### src/rtl/nlw_pkg.sv
// Package: shared constants for the noise-masked word generator.
// Assumes a Fibonacci register whose taps are given as a bit mask.
package nlw_pkg;
    localparam int          WORD_W       = 16;
    localparam logic [15:0] TAP_MASK     = 16'hB400;   // bits 15,13,12,10
    localparam logic [15:0] RESET_SEED   = 16'hACE1;
    localparam int          CNT_W        = $clog2(WORD_W);
endpackage

### src/rtl/nlw_lfsr.sv
// Module: Fibonacci shift register with guarded seed load.
// Shifts toward the MSB; the MSB is the output and the feedback enters the LSB.
// Assumes load_en and step_en are never high together.
module nlw_lfsr #(
    parameter int             W     = 16,
    parameter logic [W-1:0]   TAPS  = 16'hB400,
    parameter logic [W-1:0]   INIT  = 16'hACE1
) (
    input  logic         clk,
    input  logic         rst_n,
    input  logic         load_en,
    input  logic [W-1:0] load_val,
    input  logic         step_en,
    output logic         out_bit
);
    localparam logic [W-1:0] NONZERO = {{(W-1){1'b0}}, 1'b1};

    logic [W-1:0] state;
    logic         fb;

    // Feedback: parity of the tapped stages.
    always_comb begin
        fb = ^(state & TAPS);
    end

    // Register update: reset, seed load, or one step.
    always_ff @(posedge clk) begin
        if (!rst_n) begin
            state <= INIT;
        end else if (load_en) begin
            state <= (load_val == '0) ? NONZERO : load_val;
        end else if (step_en) begin
            state <= {state[W-2:0], fb};
        end
    end

    assign out_bit = state[W-1];

    // register is never all zero
    a_r7_never_zero: assert property (@(posedge clk) disable iff (!rst_n)
        state != '0);
    // zero seed is replaced by one
    a_r7_zero_seed: assert property (@(posedge clk) disable iff (!rst_n)
        (load_en && load_val == '0) |=> state == NONZERO);
    // register holds when neither loading nor stepping
    a_r2_hold_idle: assert property (@(posedge clk) disable iff (!rst_n)
        (!load_en && !step_en) |=> $stable(state));
endmodule

### src/rtl/nlw_sequencer.sv
// Module: word sequencer. Accepts a start when idle, captures the noise bit,
// and counts the clocks of one word.
// Assumes W is a power of two so the counter wraps naturally.
module nlw_sequencer #(
    parameter int W     = 16,
    parameter int CNT_W = 4
) (
    input  logic clk,
    input  logic rst_n,
    input  logic start,
    input  logic noise_bit,
    output logic active,
    output logic last,
    output logic mask
);
    logic [CNT_W-1:0] cnt;
    logic             accept;

    // A start is honoured only while no word is in progress.
    always_comb begin
        accept = start && !active;
        last   = active && (cnt == CNT_W'(W - 1));
    end

    // Assembly state: busy flag, bit counter and captured mask.
    always_ff @(posedge clk) begin
        if (!rst_n) begin
            active <= 1'b0;
            cnt    <= '0;
            mask   <= 1'b0;
        end else if (accept) begin
            active <= 1'b1;
            cnt    <= '0;
            mask   <= noise_bit;
        end else if (active) begin
            cnt    <= cnt + 1'b1;
            if (last) begin
                active <= 1'b0;
            end
        end
    end

    // the mask does not change within a word
    a_r3_mask_held: assert property (@(posedge clk) disable iff (!rst_n)
        (active && $past(active)) |-> $stable(mask));
    // a start during assembly does not restart the count
    a_r9_no_restart: assert property (@(posedge clk) disable iff (!rst_n)
        (active && !last && start) |=> (cnt == $past(cnt) + 1'b1));
    // after the last bit the sequencer is idle
    a_r4_last_ends: assert property (@(posedge clk) disable iff (!rst_n)
        last |=> !active);
endmodule

### src/rtl/nlw_shifter.sv
// Module: serial collector. Shifts masked bits in MSB first and publishes
// the completed word with a one-cycle strobe.
// Assumes shift_en is high for exactly W consecutive cycles per word.
module nlw_shifter #(
    parameter int W = 16
) (
    input  logic         clk,
    input  logic         rst_n,
    input  logic         shift_en,
    input  logic         done,
    input  logic         bit_in,
    output logic [W-1:0] word_out,
    output logic         word_valid
);
    logic [W-1:0] acc;

    // Collect bits; on the final bit publish the word and pulse valid.
    always_ff @(posedge clk) begin
        if (!rst_n) begin
            acc        <= '0;
            word_out   <= '0;
            word_valid <= 1'b0;
        end else begin
            word_valid <= shift_en && done;
            if (shift_en) begin
                acc <= {acc[W-2:0], bit_in};
                if (done) begin
                    word_out <= {acc[W-2:0], bit_in};
                end
            end
        end
    end

    // the strobe lasts one cycle
    a_r4_valid_pulse: assert property (@(posedge clk) disable iff (!rst_n)
        word_valid |=> !word_valid);
    // the word holds between strobes
    a_r6_word_hold: assert property (@(posedge clk) disable iff (!rst_n)
        !word_valid |-> $stable(word_out));
endmodule

### src/rtl/noise_lfsr_wordgen.sv
// Module: top of the noise-masked word generator. Ties the register,
// the sequencer and the collector together.
// Assumes noise_bit is already synchronous to clk.
module noise_lfsr_wordgen
    import nlw_pkg::*;
(
    input  logic              clk,
    input  logic              rst_n,
    input  logic              seed_load,
    input  logic [WORD_W-1:0] seed_value,
    input  logic              start,
    input  logic              noise_bit,
    output logic [WORD_W-1:0] word_out,
    output logic              word_valid
);
    logic active;
    logic last;
    logic mask;
    logic lfsr_bit;
    logic load_ok;
    logic masked_bit;

    // Seed writes are honoured only while idle; masked bit feeds the collector.
    always_comb begin
        load_ok    = seed_load && !active;
        masked_bit = lfsr_bit ^ mask;
    end

    nlw_sequencer #(.W(WORD_W), .CNT_W(CNT_W)) u_seq (
        .clk       (clk),
        .rst_n     (rst_n),
        .start     (start),
        .noise_bit (noise_bit),
        .active    (active),
        .last      (last),
        .mask      (mask)
    );

    nlw_lfsr #(.W(WORD_W), .TAPS(TAP_MASK), .INIT(RESET_SEED)) u_lfsr (
        .clk      (clk),
        .rst_n    (rst_n),
        .load_en  (load_ok),
        .load_val (seed_value),
        .step_en  (active),
        .out_bit  (lfsr_bit)
    );

    nlw_shifter #(.W(WORD_W)) u_shift (
        .clk        (clk),
        .rst_n      (rst_n),
        .shift_en   (active),
        .done       (last),
        .bit_in     (masked_bit),
        .word_out   (word_out),
        .word_valid (word_valid)
    );

    // a seed write during assembly never reaches the register
    a_r8_no_busy_load: assert property (@(posedge clk) disable iff (!rst_n)
        active |-> !load_ok);
endmodule

### config.mk
export PLATFORM = sky130hd
export DESIGN_NAME = noise_lfsr_wordgen
export DESIGN_NICKNAME = d
export VERILOG_FILES = /design/src/rtl/nlw_pkg.sv /design/src/rtl/nlw_lfsr.sv /design/src/rtl/nlw_sequencer.sv /design/src/rtl/nlw_shifter.sv /design/src/rtl/noise_lfsr_wordgen.sv
export SDC_FILE = /design/constraint.sdc
export NUM_CORES = 1
export LEC_CHECK = 0
export ABC_AREA = 1
export ABC_CLOCK_PERIOD_IN_PS = 1200
export BUFFER_PORTS_ARGS = -buffer_cell sky130_fd_sc_hd__buf_2
export CORE_MARGIN = 2
export CORE_UTILIZATION = 45
export DETAILED_ROUTE_END_ITERATION = 10
export HOLD_SLACK_MARGIN = 0.12
export PLACE_DENSITY = 0.76
export SLEW_MARGIN = 20
export SYNTH_ARGS = -nofsm -noshare
export SYNTH_HDL_FRONTEND = slang
export SYNTH_SLANG_ARGS = --single-unit
### constraint.sdc
create_clock -name clk -period 1.2 [get_ports clk]
set_clock_uncertainty 0.1 [all_clocks]
set_input_delay 0 -clock clk [delete_from_list [all_inputs] [get_ports clk]]
set_output_delay 0 -clock clk [all_outputs]
set_load 0.02 [all_outputs]
# After elaboration in Yosys (flattened, before gate mapping)
# Cells that the tools add are included.
[totals] register_bits=54 latchBits=0 ram_bits=0 mem_bits_ro=0 input_bits=21 out_inout_bits=17 wordCells=27 memories=0
[op_classes] addsub=1 mul=0 div=0 magnitude_cmp=0 n_eq_ne=1 shifts=0 muxes=6 bitwise=2 n_reduce_logical=10
[ops] cell="16-bit two-way mux" n=3
[ops] cell="16-bit zero test" n=1
[ops] cell="16-bit XOR reduction" n=1
[ops] cell="4-bit by 1-bit adder with 4-bit output (second input constant)" n=1
[ops] cell="4-bit == test (second input constant)" n=1
[ops] cell="1-bit logical AND" n=4
[ops] cell="1-bit two-way mux" n=3
[ops] cell="2-bit AND reduction" n=1
[ops] cell="2-bit nonzero test" n=1
[ops] cell="2-bit OR reduction" n=1
[ops] cell="1-bit zero test" n=1
[ops] cell="1-bit inverter" n=1
[ops] cell="1-bit XOR" n=1

# Longest topological paths before layout
[logic_depth] depth_word=5 mapped_depth=8 mapped_depth_nobuf=8

# Cells and area by module
# A second synthesis with hierarchy kept.
[unflattened] cells_unflattened=303 area_unflattened_um2=2356.0
[by_module_without_submodules] mod="nlw_shifter" n_inst=1 cells_per_inst=143 area_each_um2=1191.1 seq_area_each_um2=640.6
[by_module_without_submodules] mod="nlw_lfsr" n_inst=1 cells_per_inst=121 area_each_um2=867.1 seq_area_each_um2=320.3
[by_module_without_submodules] mod="nlw_sequencer" n_inst=1 cells_per_inst=32 area_each_um2=271.5 seq_area_each_um2=120.1
[by_module_without_submodules] mod="noise_lfsr_wordgen" n_inst=1 cells_per_inst=7 area_each_um2=26.3 seq_area_each_um2=0.0

# Worst setup path after synthesis
# Ideal clock, no wire load.
[synth_path] kind="register to register" start="reg u_seq.cnt[0]" end="reg u_shift.word_out[1]" setup_ns=0.117 arrival_ns=1.045 required_time_ns=0.983 setup_slack_ns=-0.062 path_stages_with_launch=7 n_path_buf=1 synth_period_minus_slack_ns=1.262 cell_sequence="dfxtp_1 > ha_1 > and3_4 > nand2_4 > buf_6 > nand3_1 > o21ai_1"
[synth_via] elab_chain_len=3
[synth_rtl] item="from (decl)" line="nlw_sequencer.sv:16" rtl="logic [CNT_W-1:0] cnt;"
[synth_rtl] item="from (signal assigned)" line="nlw_sequencer.sv:36" rtl="cnt <= cnt + 1'b1;"
[synth_rtl] item="4-bit == test" line="nlw_sequencer.sv:22" rtl="last = active && (cnt == CNT_W'(W - 1));"
[synth_rtl] item="1-bit logical AND" line="nlw_sequencer.sv:22"
[synth_rtl] item="2-bit AND reduction (no line)"
[synth_rtl] item="to (signal assigned)" line="nlw_shifter.sv:28" rtl="word_out <= {acc[W-2:0], bit_in};"
[synth_rtl] item="to (decl)" line="nlw_shifter.sv:12" rtl="output logic [W-1:0] word_out,"
# Every way passes these cells.
# A chain may end at the register's enable or synchronous reset.

# Final worst setup path
[layout_path] start="reg u_seq.cnt[1]" end="reg u_shift.word_out[0]"
# The elaborated chain is that of the path after synthesis.

==> summary.md <==
| Metric | Value |
|---|---|
| Worst VDD drop | `around 640 uV` |
| Ports | `38` |
| Area contributors post-synth | `dfxtp_1 (49%), nand2_1 (14%), nand3_1 (6.2%), a21oi_1 (5.3%), o21ai_0 (5.0%)` |
| CP Capture Type | `flop` |
| Total number of vias | `2,081` |
| Pin count of the biggest net entering global routing | `26` |
| Cts bufs inserted | `5` |
| Synthesized cell area | `roughly 2200 sq um` |
| Antenna viol nets, final | `0` |
| Worst-path fanout max | `8` |
| Average vias per placed instance | `around 5` |
| F_max | `808.8 MHz` |
| Post-DP HPWL | `roughly 3200 um` |
| Global-route wire length before repair | `~8800 um` |
| Chip Width | `roughly 74 um` |
| Sequential fraction of the synthesis area | `roughly half` |
| Post-layout worst setup margin | `-0.03646 ns` |
| Final worst path period need | `roughly 1.2 ns` |
| Post-Synthesis Cells | `just under 300` |
| Status | `finished, violations left` |
| Total congestion overflow | `0` |
| Synth Area per Inst | `about 7.5 sq um` |
| Critical path launch point type | `flop` |
| Req. time, crit path | `1.36 ns` |
| Fin nets | `384` |
| Number of global-route vias before repair | `around 2,100` |
| P per Cell Area | `1238 nW/um^2` |
| Failing checks | `setup timing` |
| Worst Path Buf+Inv | `1` |
| Ratio of final minimum period to clock period | `103.0%` |
| Core area | `4692 sq um` |
| Synth area leader | `dfxtp_1` |
| Clock buffer depth | `2` |
| Worst-path clk slew | `about 0.090 ns` |
| # DRC | `0` |
| Relative slew slack | `72.14%` |
| Top delay family on crit path | `simple AND/OR/NAND/NOR gates` |
| Worst min-delay path class | `input port to flop` |
| Critical path, cell by cell | `ha_4, and3_4, nand3_4, clkinv_4, nand2_2, nand2_2` |
| Clock latency on the worst-skew pair | `approximately 0.30 ns` |
| Reg2Reg Setup Slack | `-0.04 ns` |
| Final setup viols | `14` |
| Fill cells | `407` |
| Layout cells sized above 1 | `24.59%` |
| Critical path's most frequent cell | `nand2_2` |
| Unrepaired setup endpoints after global routing | `true` |
| Slowest cell on crit path | `dfxtp_2` |
| Final WL | `5092 um` |
| All-layer global routing usage | `roughly a fifth` |
| First drt pass iteration count | `4` |
| Slew Limit Fails | `0` |
| Syn. warnings | `0` |
| Antenna violations before repair | `0` |
| Initial Util | `between 40% and 50%` |
| CP arrival | `around 1.4 ns` |
| Die height | `73.68 um` |
| Syn nets | `312` |
| Antenna diodes | `0` |
| TritonCTS clock tree | `built` |
| Starting DRT DRC Count | `75` |
| Final GP Congestion | `around 0.81` |
| Die ar. | `~5400 sq um` |
| Final hold vios | `0` |
| Root Buffer | `clkbuf_8` |
| Leak Pwr | `1.399 nW` |
| Power, Total | `between 3 and 4 mW` |
| Routed wire length per instance | `between 10 and 15 um` |
| Least-Margin Pin Slew | `approximately 0.42 ns` |
| MaxCap Viol Count | `0` |
| H-tree depth | `2` |
| #FFs+latches synth | `54` |
| Top-area cell type share of the netlist area | `about half` |
| Post-synth cell types | `26` |
| Hold slack | `between 0.2 and 0.3 ns` |
| Critical Setup Path Class | `flop to flop` |
| Buffers added on ports | `37` |
| Synthesis-to-finish area growth | `35.85%` |
| Site Rows | `25` |
| Worst path max stage delay | `approximately 0.36 ns` |
| Clock Sinks | `between 50 and 60` |
-- worst paths after layout --
path	cells past startpoint	to	start
worst min register to register	2	u_shift.word_out[15]	u_shift.acc[14]
worst min-delay path	4	u_seq.active	rst_n
worst max register to register	6	u_shift.word_out[0]	u_seq.cnt[1]
worst max-delay path	6	u_shift.word_out[0]	u_seq.cnt[1]
-- sequential cells by signal, indices dropped and copies added, names as in the netlist --
signal,cells
u_lfsr.state,16
u_shift.word_out,16
u_shift.acc,15
u_seq.cnt,4
u_seq.active,1
u_seq.mask,1
u_shift.word_valid,1
-- through the flow --
stage | setup slack (ns) | cells | instance area (sq um) | TNS (ns) | util [%]
4_1_cts | -0.03835 | 416 | 2925 | -0.3927 | 62.35
6_report | -0.03646 | 416 | 2968 | -0.3041 | 63.25
2_1_floorplan | -0.01499 | 290 | 2215 | -0.1338 | -
3_3_place_gp | -0.03399 | 382 | 2524 | -0.3238 | 53.79
5_1_grt | -0.1043 | 416 | 2968 | -1.511 | 63.25
3_5_place_dp | -0.06767 | 382 | 2524 | -0.6720 | 53.79
-- power breakdown --
part | internal (mW) | switching [mW]
Clock | 0.668 | 0.561
Sequential | 1.89 | 0.0653
Combinational | 0.239 | 0.256
-- Yosys cell counts, drive strengths merged --
cell type / number
a21oi: 23
a22oi: 3
and3: 1
buf: 11
clkbuf: 3
clkinv: 2
dfxtp: 54
ha: 1
inv: 26
nand2: 83
nand3: 28
nand4: 1
nor2: 22
nor3: 1
o211ai: 3
o21ai: 25
xnor2: 1
xor2: 2
-- repair_timing --
item	CTS	global route
cloned	1	0
endpoints found under the hold margin	38	0
setup buffers	3	0
setup endpoints to repair	24	27
pin swaps	1	1
hold buffers	23	0
gates resized for setup	7	16
-- layer usage --
layer / vias up / global-route usage [%] / share of wire [%]
met5: - / 0 / 0
met4: 0 / 9.495 / 3.5
met3: 18 / 5.213 / 3.2
met2: 43 / 37.50 / 50
met1: 943 / 23.34 / 43
li1: 1077 / - / -
-- area by class of cell --
cell class	instances	area (sq um)	area share, %
clock inverter	1	30.03	1.012
tap	54	67.56	2.277
sequential	54	1086	36.59
inverter	28	110.1	3.710
clock buffer	6	82.58	2.782
multi-input combinational	195	998.5	33.64
timing repair buffer	78	593.1	19.98
-- cells by family after synthesis --
group | share of synthesized area [%]
adder cells (fa/ha/maj) | 0.5726
XOR/XNOR | 1.203
flip-flops | 49.48
AND/OR/NAND/NOR | 27.09
buffers and inverters | 8.590
AO/OA/AOI/OAI | 13.06
-- cell usage in the layout (no fill, tap or decap), drive strengths merged --
cell,instances
o211ai,3
clkinv,2
nand2,83
dlymetal6s4s,1
a22oi,3
a21oi,23
nand3,29
dfxtp,54
nor3,1
buf,55
clkbuf,6
xor2,2
dlygate4sd3,22
bufinv,1
o21ai,25
ha,1
and3,1
nand4,1
inv,26
xnor2,1
nor2,22
-- worst min-delay path, delay by kind of cell --
family / cells / cell delay (ns)
AO/OA/AOI/OAI: 2 / 0.17
buffers and inverters: 2 / 0.45
(Power assumes the default switching activity.)
